==> src/rtl/sar_conv_pkg.sv <==
package sar_conv_pkg;

    typedef enum logic [1:0] {
        SW_INPUT  = 2'b00,
        SW_CMODE  = 2'b01,
        SW_SUPPLY = 2'b10,
        SW_GROUND = 2'b11
    } sw_sel_e;

    typedef enum logic [1:0] {
        ST_IDLE   = 2'd0,
        ST_SAMPLE = 2'd1,
        ST_CONV   = 2'd2
    } seq_state_e;

    typedef enum logic [1:0] {
        PM_PARK    = 2'd0,
        PM_TRACK   = 2'd1,
        PM_INVERT  = 2'd2,
        PM_RESOLVE = 2'd3
    } plate_mode_e;

endpackage

==> src/rtl/sar_seq.sv <==
module sar_seq
    import sar_conv_pkg::*;
#(
    parameter int NBITS = 8,
    localparam int IW = (NBITS > 1) ? $clog2(NBITS) : 1
) (
    input  logic             clk,
    input  logic             rst_n,
    input  logic             en_i,
    input  logic             start_i,
    input  logic             cmp_i,
    output seq_state_e       state_o,
    output logic [IW-1:0]    idx_o,
    output logic [NBITS-1:0] dec_o,
    output logic [NBITS-1:0] result_o,
    output logic             done_o
);

    typedef struct packed {
        seq_state_e       st;
        logic [IW-1:0]    idx;
        logic [NBITS-1:0] dec;
        logic [NBITS-1:0] res;
        logic             done;
    } seq_regs_t;

    seq_regs_t cur_q, nxt_d;

    always_comb begin
        nxt_d      = cur_q;
        nxt_d.done = 1'b0;
        if (!en_i) begin
            nxt_d.st = ST_IDLE;
        end else begin
            case (cur_q.st)
                ST_IDLE: begin
                    if (start_i) begin
                        nxt_d.st  = ST_SAMPLE;
                        nxt_d.dec = '0;
                    end
                end
                ST_SAMPLE: begin
                    nxt_d.st             = ST_CONV;
                    nxt_d.idx            = IW'(NBITS - 1);
                    nxt_d.dec[NBITS - 1] = cmp_i;
                end
                ST_CONV: begin
                    if (cur_q.idx == '0) begin
                        nxt_d.res  = cur_q.dec;
                        nxt_d.done = 1'b1;
                        if (start_i) begin
                            nxt_d.st  = ST_SAMPLE;
                            nxt_d.dec = '0;
                        end else begin
                            nxt_d.st = ST_IDLE;
                        end
                    end else begin
                        nxt_d.idx                       = cur_q.idx - IW'(1);
                        nxt_d.dec[cur_q.idx - IW'(1)]   = cmp_i;
                    end
                end
                default: nxt_d.st = ST_IDLE;
            endcase
        end
    end

    always_ff @(posedge clk or negedge rst_n) begin
        if (!rst_n) begin
            cur_q <= '{st: ST_IDLE, idx: '0, dec: '0, res: '0, done: 1'b0};
        end else begin
            cur_q <= nxt_d;
        end
    end

    assign state_o  = cur_q.st;
    assign idx_o    = cur_q.idx;
    assign dec_o    = cur_q.dec;
    assign result_o = cur_q.res;
    assign done_o   = cur_q.done;

    // the sampling cycle always hands over to the MSB decision
    a_r5_msb_first: assert property (@(posedge clk) disable iff (!rst_n)
        (cur_q.st == ST_SAMPLE && en_i) |=> (cur_q.st == ST_CONV && cur_q.idx == IW'(NBITS - 1)));

    // a running conversion steps down one bit per cycle regardless of start
    a_r7_busy_steps: assert property (@(posedge clk) disable iff (!rst_n)
        (cur_q.st == ST_CONV && cur_q.idx != '0 && en_i)
        |=> (cur_q.st == ST_CONV && cur_q.idx == $past(cur_q.idx) - IW'(1)));

    // done lasts a single cycle
    a_r5_done_single: assert property (@(posedge clk) disable iff (!rst_n)
        done_o |=> !done_o);

    // the published word moves only together with done
    a_r6_result_hold: assert property (@(posedge clk) disable iff (!rst_n)
        !done_o |-> $stable(result_o));

endmodule

==> src/rtl/sar_phase.sv <==
module sar_phase
    import sar_conv_pkg::*;
(
    input  logic       clk,
    input  logic       rst_n,
    input  seq_state_e state_i,
    output logic       inv_o
);

    logic inv_d, inv_q;

    always_comb begin
        inv_d = (state_i == ST_SAMPLE);
    end

    always_ff @(negedge clk or negedge rst_n) begin
        if (!rst_n) begin
            inv_q <= 1'b0;
        end else begin
            inv_q <= inv_d;
        end
    end

    assign inv_o = inv_q;

endmodule

==> src/rtl/sar_plate_map.sv <==
module sar_plate_map
    import sar_conv_pkg::*;
#(
    parameter int NBITS = 8,
    localparam int IW = (NBITS > 1) ? $clog2(NBITS) : 1
) (
    input  plate_mode_e        mode_i,
    input  logic [IW-1:0]      idx_i,
    input  logic [NBITS-1:0]   dec_i,
    output logic [2*NBITS-1:0] sel_o,
    output logic               top_cm_o
);

    for (genvar k = 0; k < NBITS; k++) begin : g_cap
        sw_sel_e sel_d;
        always_comb begin
            case (mode_i)
                PM_TRACK:   sel_d = SW_INPUT;
                PM_INVERT:  sel_d = SW_CMODE;
                PM_RESOLVE: begin
                    if (k >= int'(idx_i)) begin
                        sel_d = dec_i[k] ? SW_SUPPLY : SW_GROUND;
                    end else begin
                        sel_d = SW_CMODE;
                    end
                end
                default:    sel_d = SW_CMODE;
            endcase
        end
        assign sel_o[2*k +: 2] = sel_d;
    end

    assign top_cm_o = (mode_i == PM_TRACK);

endmodule

==> src/rtl/sar_conv_ctrl.sv <==
module sar_conv_ctrl
    import sar_conv_pkg::*;
#(
    parameter int NBITS = 8
) (
    input  logic               clk,
    input  logic               rst_n,
    input  logic               en_i,
    input  logic               start_i,
    input  logic               cmp_i,
    output logic [2*NBITS-1:0] sel_o,
    output logic               top_cm_o,
    output logic [NBITS-1:0]   result_o,
    output logic               done_o
);

    localparam int IW = (NBITS > 1) ? $clog2(NBITS) : 1;

    seq_state_e       st;
    logic [IW-1:0]    idx;
    logic [NBITS-1:0] dec;
    logic             inv;
    plate_mode_e      mode_d;

    sar_seq #(.NBITS(NBITS)) seq_i (
        .clk      (clk),
        .rst_n    (rst_n),
        .en_i     (en_i),
        .start_i  (start_i),
        .cmp_i    (cmp_i),
        .state_o  (st),
        .idx_o    (idx),
        .dec_o    (dec),
        .result_o (result_o),
        .done_o   (done_o)
    );

    sar_phase phase_i (
        .clk     (clk),
        .rst_n   (rst_n),
        .state_i (st),
        .inv_o   (inv)
    );

    always_comb begin
        if (!en_i) begin
            mode_d = PM_PARK;
        end else begin
            case (st)
                ST_SAMPLE: mode_d = inv ? PM_INVERT : PM_TRACK;
                ST_CONV:   mode_d = PM_RESOLVE;
                default:   mode_d = PM_PARK;
            endcase
        end
    end

    sar_plate_map #(.NBITS(NBITS)) map_i (
        .mode_i   (mode_d),
        .idx_i    (idx),
        .dec_i    (dec),
        .sel_o    (sel_o),
        .top_cm_o (top_cm_o)
    );

    // the inversion half has begun before the first decision edge
    a_r3_invert_before_decide: assert property (@(posedge clk) disable iff (!rst_n)
        (st == ST_SAMPLE) |-> inv);

    // no done strobe follows a disabled cycle
    a_r9_no_done_when_disabled: assert property (@(posedge clk) disable iff (!rst_n)
        !en_i |=> !done_o);

endmodule

==> config.mk <==
export PLATFORM = sky130hd
export DESIGN_NAME = sar_conv_ctrl
export DESIGN_NICKNAME = d
export VERILOG_FILES = /design/src/rtl/sar_conv_pkg.sv /design/src/rtl/sar_seq.sv /design/src/rtl/sar_phase.sv /design/src/rtl/sar_plate_map.sv /design/src/rtl/sar_conv_ctrl.sv
export SDC_FILE = /design/constraint.sdc
export NUM_CORES = 1
export LEC_CHECK = 0
export BUFFER_PORTS_ARGS = -buffer_cell sky130_fd_sc_hd__buf_2
export CAP_MARGIN = 20
export CORE_MARGIN = 8
export CORE_UTILIZATION = 58
export DETAILED_ROUTE_END_ITERATION = 6
export PLACE_DENSITY = 0.83
export SYNTH_ARGS = -nofsm -noshare
export SYNTH_HDL_FRONTEND = slang
export SYNTH_SLANG_ARGS = --single-unit
==> constraint.sdc <==
create_clock -name clk -period 3.4 [get_ports clk]
set_input_delay 0.17 -clock clk [delete_from_list [all_inputs] [get_ports clk]]
set_output_delay 0.17 -clock clk [all_outputs]
set_load 0.05 [all_outputs]
==> impl_results.md <==
* Hold endpoint: seq_i.state_o[0]
* Hold Violations, Final at 0
* H-tree depth at 1
* Rel. slew slack at 57.46%
* Finished layout cell area at 1647 um^2
* Worst skew pair latency at 320 ps
* Actual slew at the worst max-slew pin at 638.2 ps
* FILL cells at 183
* Setup-failing EPs final at 0
* Critical path buffers and inverters at 1
* DR DRC count at 0
* First-pass GRT wire length at 5844 um
* Pwr Density at 416.9 nW/um^2
* Clk slew on worst S/H paths at 130 ps
* HP Start: en_i
* Biggest fanout along the worst timing path at 8
* Dpl ws at 170.5 ps
* GRT Util Overall at 17.05%
* CTS tree: done
* Max rail drop VDD at 0.0002533 V
* Synth area leader: dfrtp_1
* Net Count, Synth at 174
* First-pass DRT Iterations at 4
* Status: completed
* Cts bufs inserted at 3
* Worst setup EP type: primary output
* Met2 usage at 26.92%
* Post-synthesis cell count at 161
* GRT Residual Overflow at 0
* Number of global-route vias before repair at 1,241
* CP peak stage delay at 430 ps
* Worst setup SP type: flip-flop
* Detailed-route via count at 1,319
* Hold Path Class: input pin to flip-flop
* Area grow syn2layout at 15.04%
* Vias per cell at 6.023
* Grt peak-use layer: met2
* Io pins at 31
* Top cell type's share of synthesized area at 38.46%
* Hold WS at 172.4 ps
* Chip Height at 65.68 um
* Total routed wirelength at 3621 um
* Predominant post-synthesis flop cell: dfrtp_1
* Post-Syn Area per Cell at 8.891 um^2
* Reg-to-reg startpoint: seq_i.state_o[0]
* Crit-path slowest cell: dfrtn_1
* Synthesized flop and latch total at 23
* Top-count cell post-synth: dfrtp_1
* Worst EP arrival at 3180 ps
* Share of layout cells above drive strength 1 at 24.87%
* Skew final at 8.885 ps
* Routability cong. at 0.8697
* # diodes at 0
* DIE AREA at 4313 um^2
* Met3 usage at 5.102%
* DRT iter0 DRCs at 209
* Synthesis Warnings at 0
* Cell variety after synth at 37
* Fin nets at 203
* Detailed Place HPWL at 2745 um
* Worst R2R End: phase_i.inv_o
* Max-slew violations at 0
* Routed wire per std cell at 16.53 um
* Port bufs at 30
* Clock Root Buffer: clkbuf_4
* GR Util met1 at 20.96%
* WS Path Type: flip-flop to primary output
* Cell depth of the worst hold path at 2
* Die W at 65.68 um
* Worst-path cell chain: nand2b_1 > a21oi_4 > a41oi_2 > buf_2
* Initial antenna violation count at 0
* Kind of cell adding the most delay to the critical path: flip-flops
* Worst reg-to-reg path cell count at 1
* Power, Total at 0.6865 mW
* Core Box Area at 2410 um^2
* Post-DRT Antenna Nets at 0
* Starting Density at 59.40%
* Post-synth EDFFs at 0
* Share of synthesized registers carrying an async set or reset at 100.0%
* Setup slack after layout at 45.55 ps
* Post-synthesis sequential area ratio at 40.21%
* Reg2reg setup slack at 730 ps
* Largest net degree at the start of global routing at 24
* Post-DP Area at 1598 um^2
* RSZ-0062 raised after global routing: no
* Max_cap viols at 0
* Synthesized cell area at 1431 um^2
* Top post-synthesis cells by count: 22 x dfrtp_1, 19 x nor2_1, 15 x nand2_1
* Worst-case clock buffer depth at 2
* Top cells by area, synth: dfrtp_1 38%, ha_1 7.0%, mux2_2 5.5%
* CTS Sinks at 23
* Leakage power at 0.8047 nW
* Req. time, crit path at 3230 ps
* Row count at 18
layout by cell type, fill, tap and decap left out, drive strengths merged, types with 6 or more instances in the layout:
cell,instances
a21oi,7
a22o,6
buf,30
dfrtp,22
ha,8
inv,13
mux2,7
nand2,15
nor2,20
o21ai,17
flip-flops by register name, indices dropped and copies added, names as in the netlist:
signal and count:
phase_i.inv_o 1, seq_i.dec_o 8, seq_i.done_o 1, seq_i.idx_o 3, seq_i.result_o 8, seq_i.state_o 2
layout make-up:
| type | count | area (um^2) | share of cell area, % |
|---|---|---|---|
| flip-flops and latches | 23 | 575.6 | 34.95 |
| clock inverters | 1 | 5.005 | 0.3040 |
| clock buffers | 3 | 22.52 | 1.368 |
| multi-input cells | 118 | 797.0 | 48.40 |
| inverters | 13 | 48.80 | 2.964 |
| well taps | 30 | 37.54 | 2.280 |
| repair buffers | 31 | 160.2 | 9.726 |
power by group:
part / switching [mW] / internal (mW) / total (mW)
Sequential: 0.0386 / 0.288 / 0.327
Clock: 0.0867 / 0.0441 / 0.131
Combinational: 0.155 / 0.0742 / 0.229
Total: 0.280 / 0.406 / 0.686
what timing repair did:
action,4_1_cts,5_1_grt
gates resized for setup,2,0
hold buffers,1,0
pin swaps,0,1
setup buffers,0,0
endpoints found under the hold margin,22,0
setup endpoints to repair,8,3
routing by layer:
layer / vias up / wire length [um] / part of all wire, %
met5: - / 0 / 0
met4: 0 / 63 / 1.7
met3: 7 / 386 / 11
met2: 65 / 1731 / 48
met1: 624 / 1439 / 40
li1: 623 / - / -
through the flow:
step | utilization (%) | setup TNS (ps) | std cells
6_report | 68.33 | 0 | 219
5_1_grt | 68.33 | 0 | 219
4_1_cts | 68.33 | 0 | 219
3_5_place_dp | 66.30 | 0 | 214
3_3_place_gp | 66.30 | 0 | 214
2_1_floorplan | - | -7.055 | 161
how the worst max path moves through the flow:
stage | startpoint | endpoint | slack (ps) | cells past startpoint
2_1_floorplan | phase_i.inv_o | sel_o[8] | -7 | 2
3_3_place_gp | phase_i.inv_o | sel_o[4] | 240 | 4
3_5_place_dp | phase_i.inv_o | sel_o[4] | 170 | 4
4_1_cts | phase_i.inv_o | sel_o[4] | 40 | 4
5_1_grt | phase_i.inv_o | sel_o[4] | 6 | 4
6_report | phase_i.inv_o | sel_o[4] | 50 | 4
cells by family (layout without fill, tap and decap cells):
| group | count (synthesis) | in the layout | share of synthesized area (%) |
|---|---|---|---|
| DFF | 23 | 23 | 40.21 |
| muxes | 8 | 8 | 6.207 |
| and+or+nand+nor | 56 | 56 | 18.44 |
| buffers and inverters | 20 | 48 | 5.769 |
| adders and majority gates | 8 | 8 | 6.993 |
| AOI/OAI and AO/OA | 44 | 44 | 21.15 |
| xor gates and xnor gates | 2 | 2 | 1.224 |
Note: power is estimated with default switching activity, not from simulation.
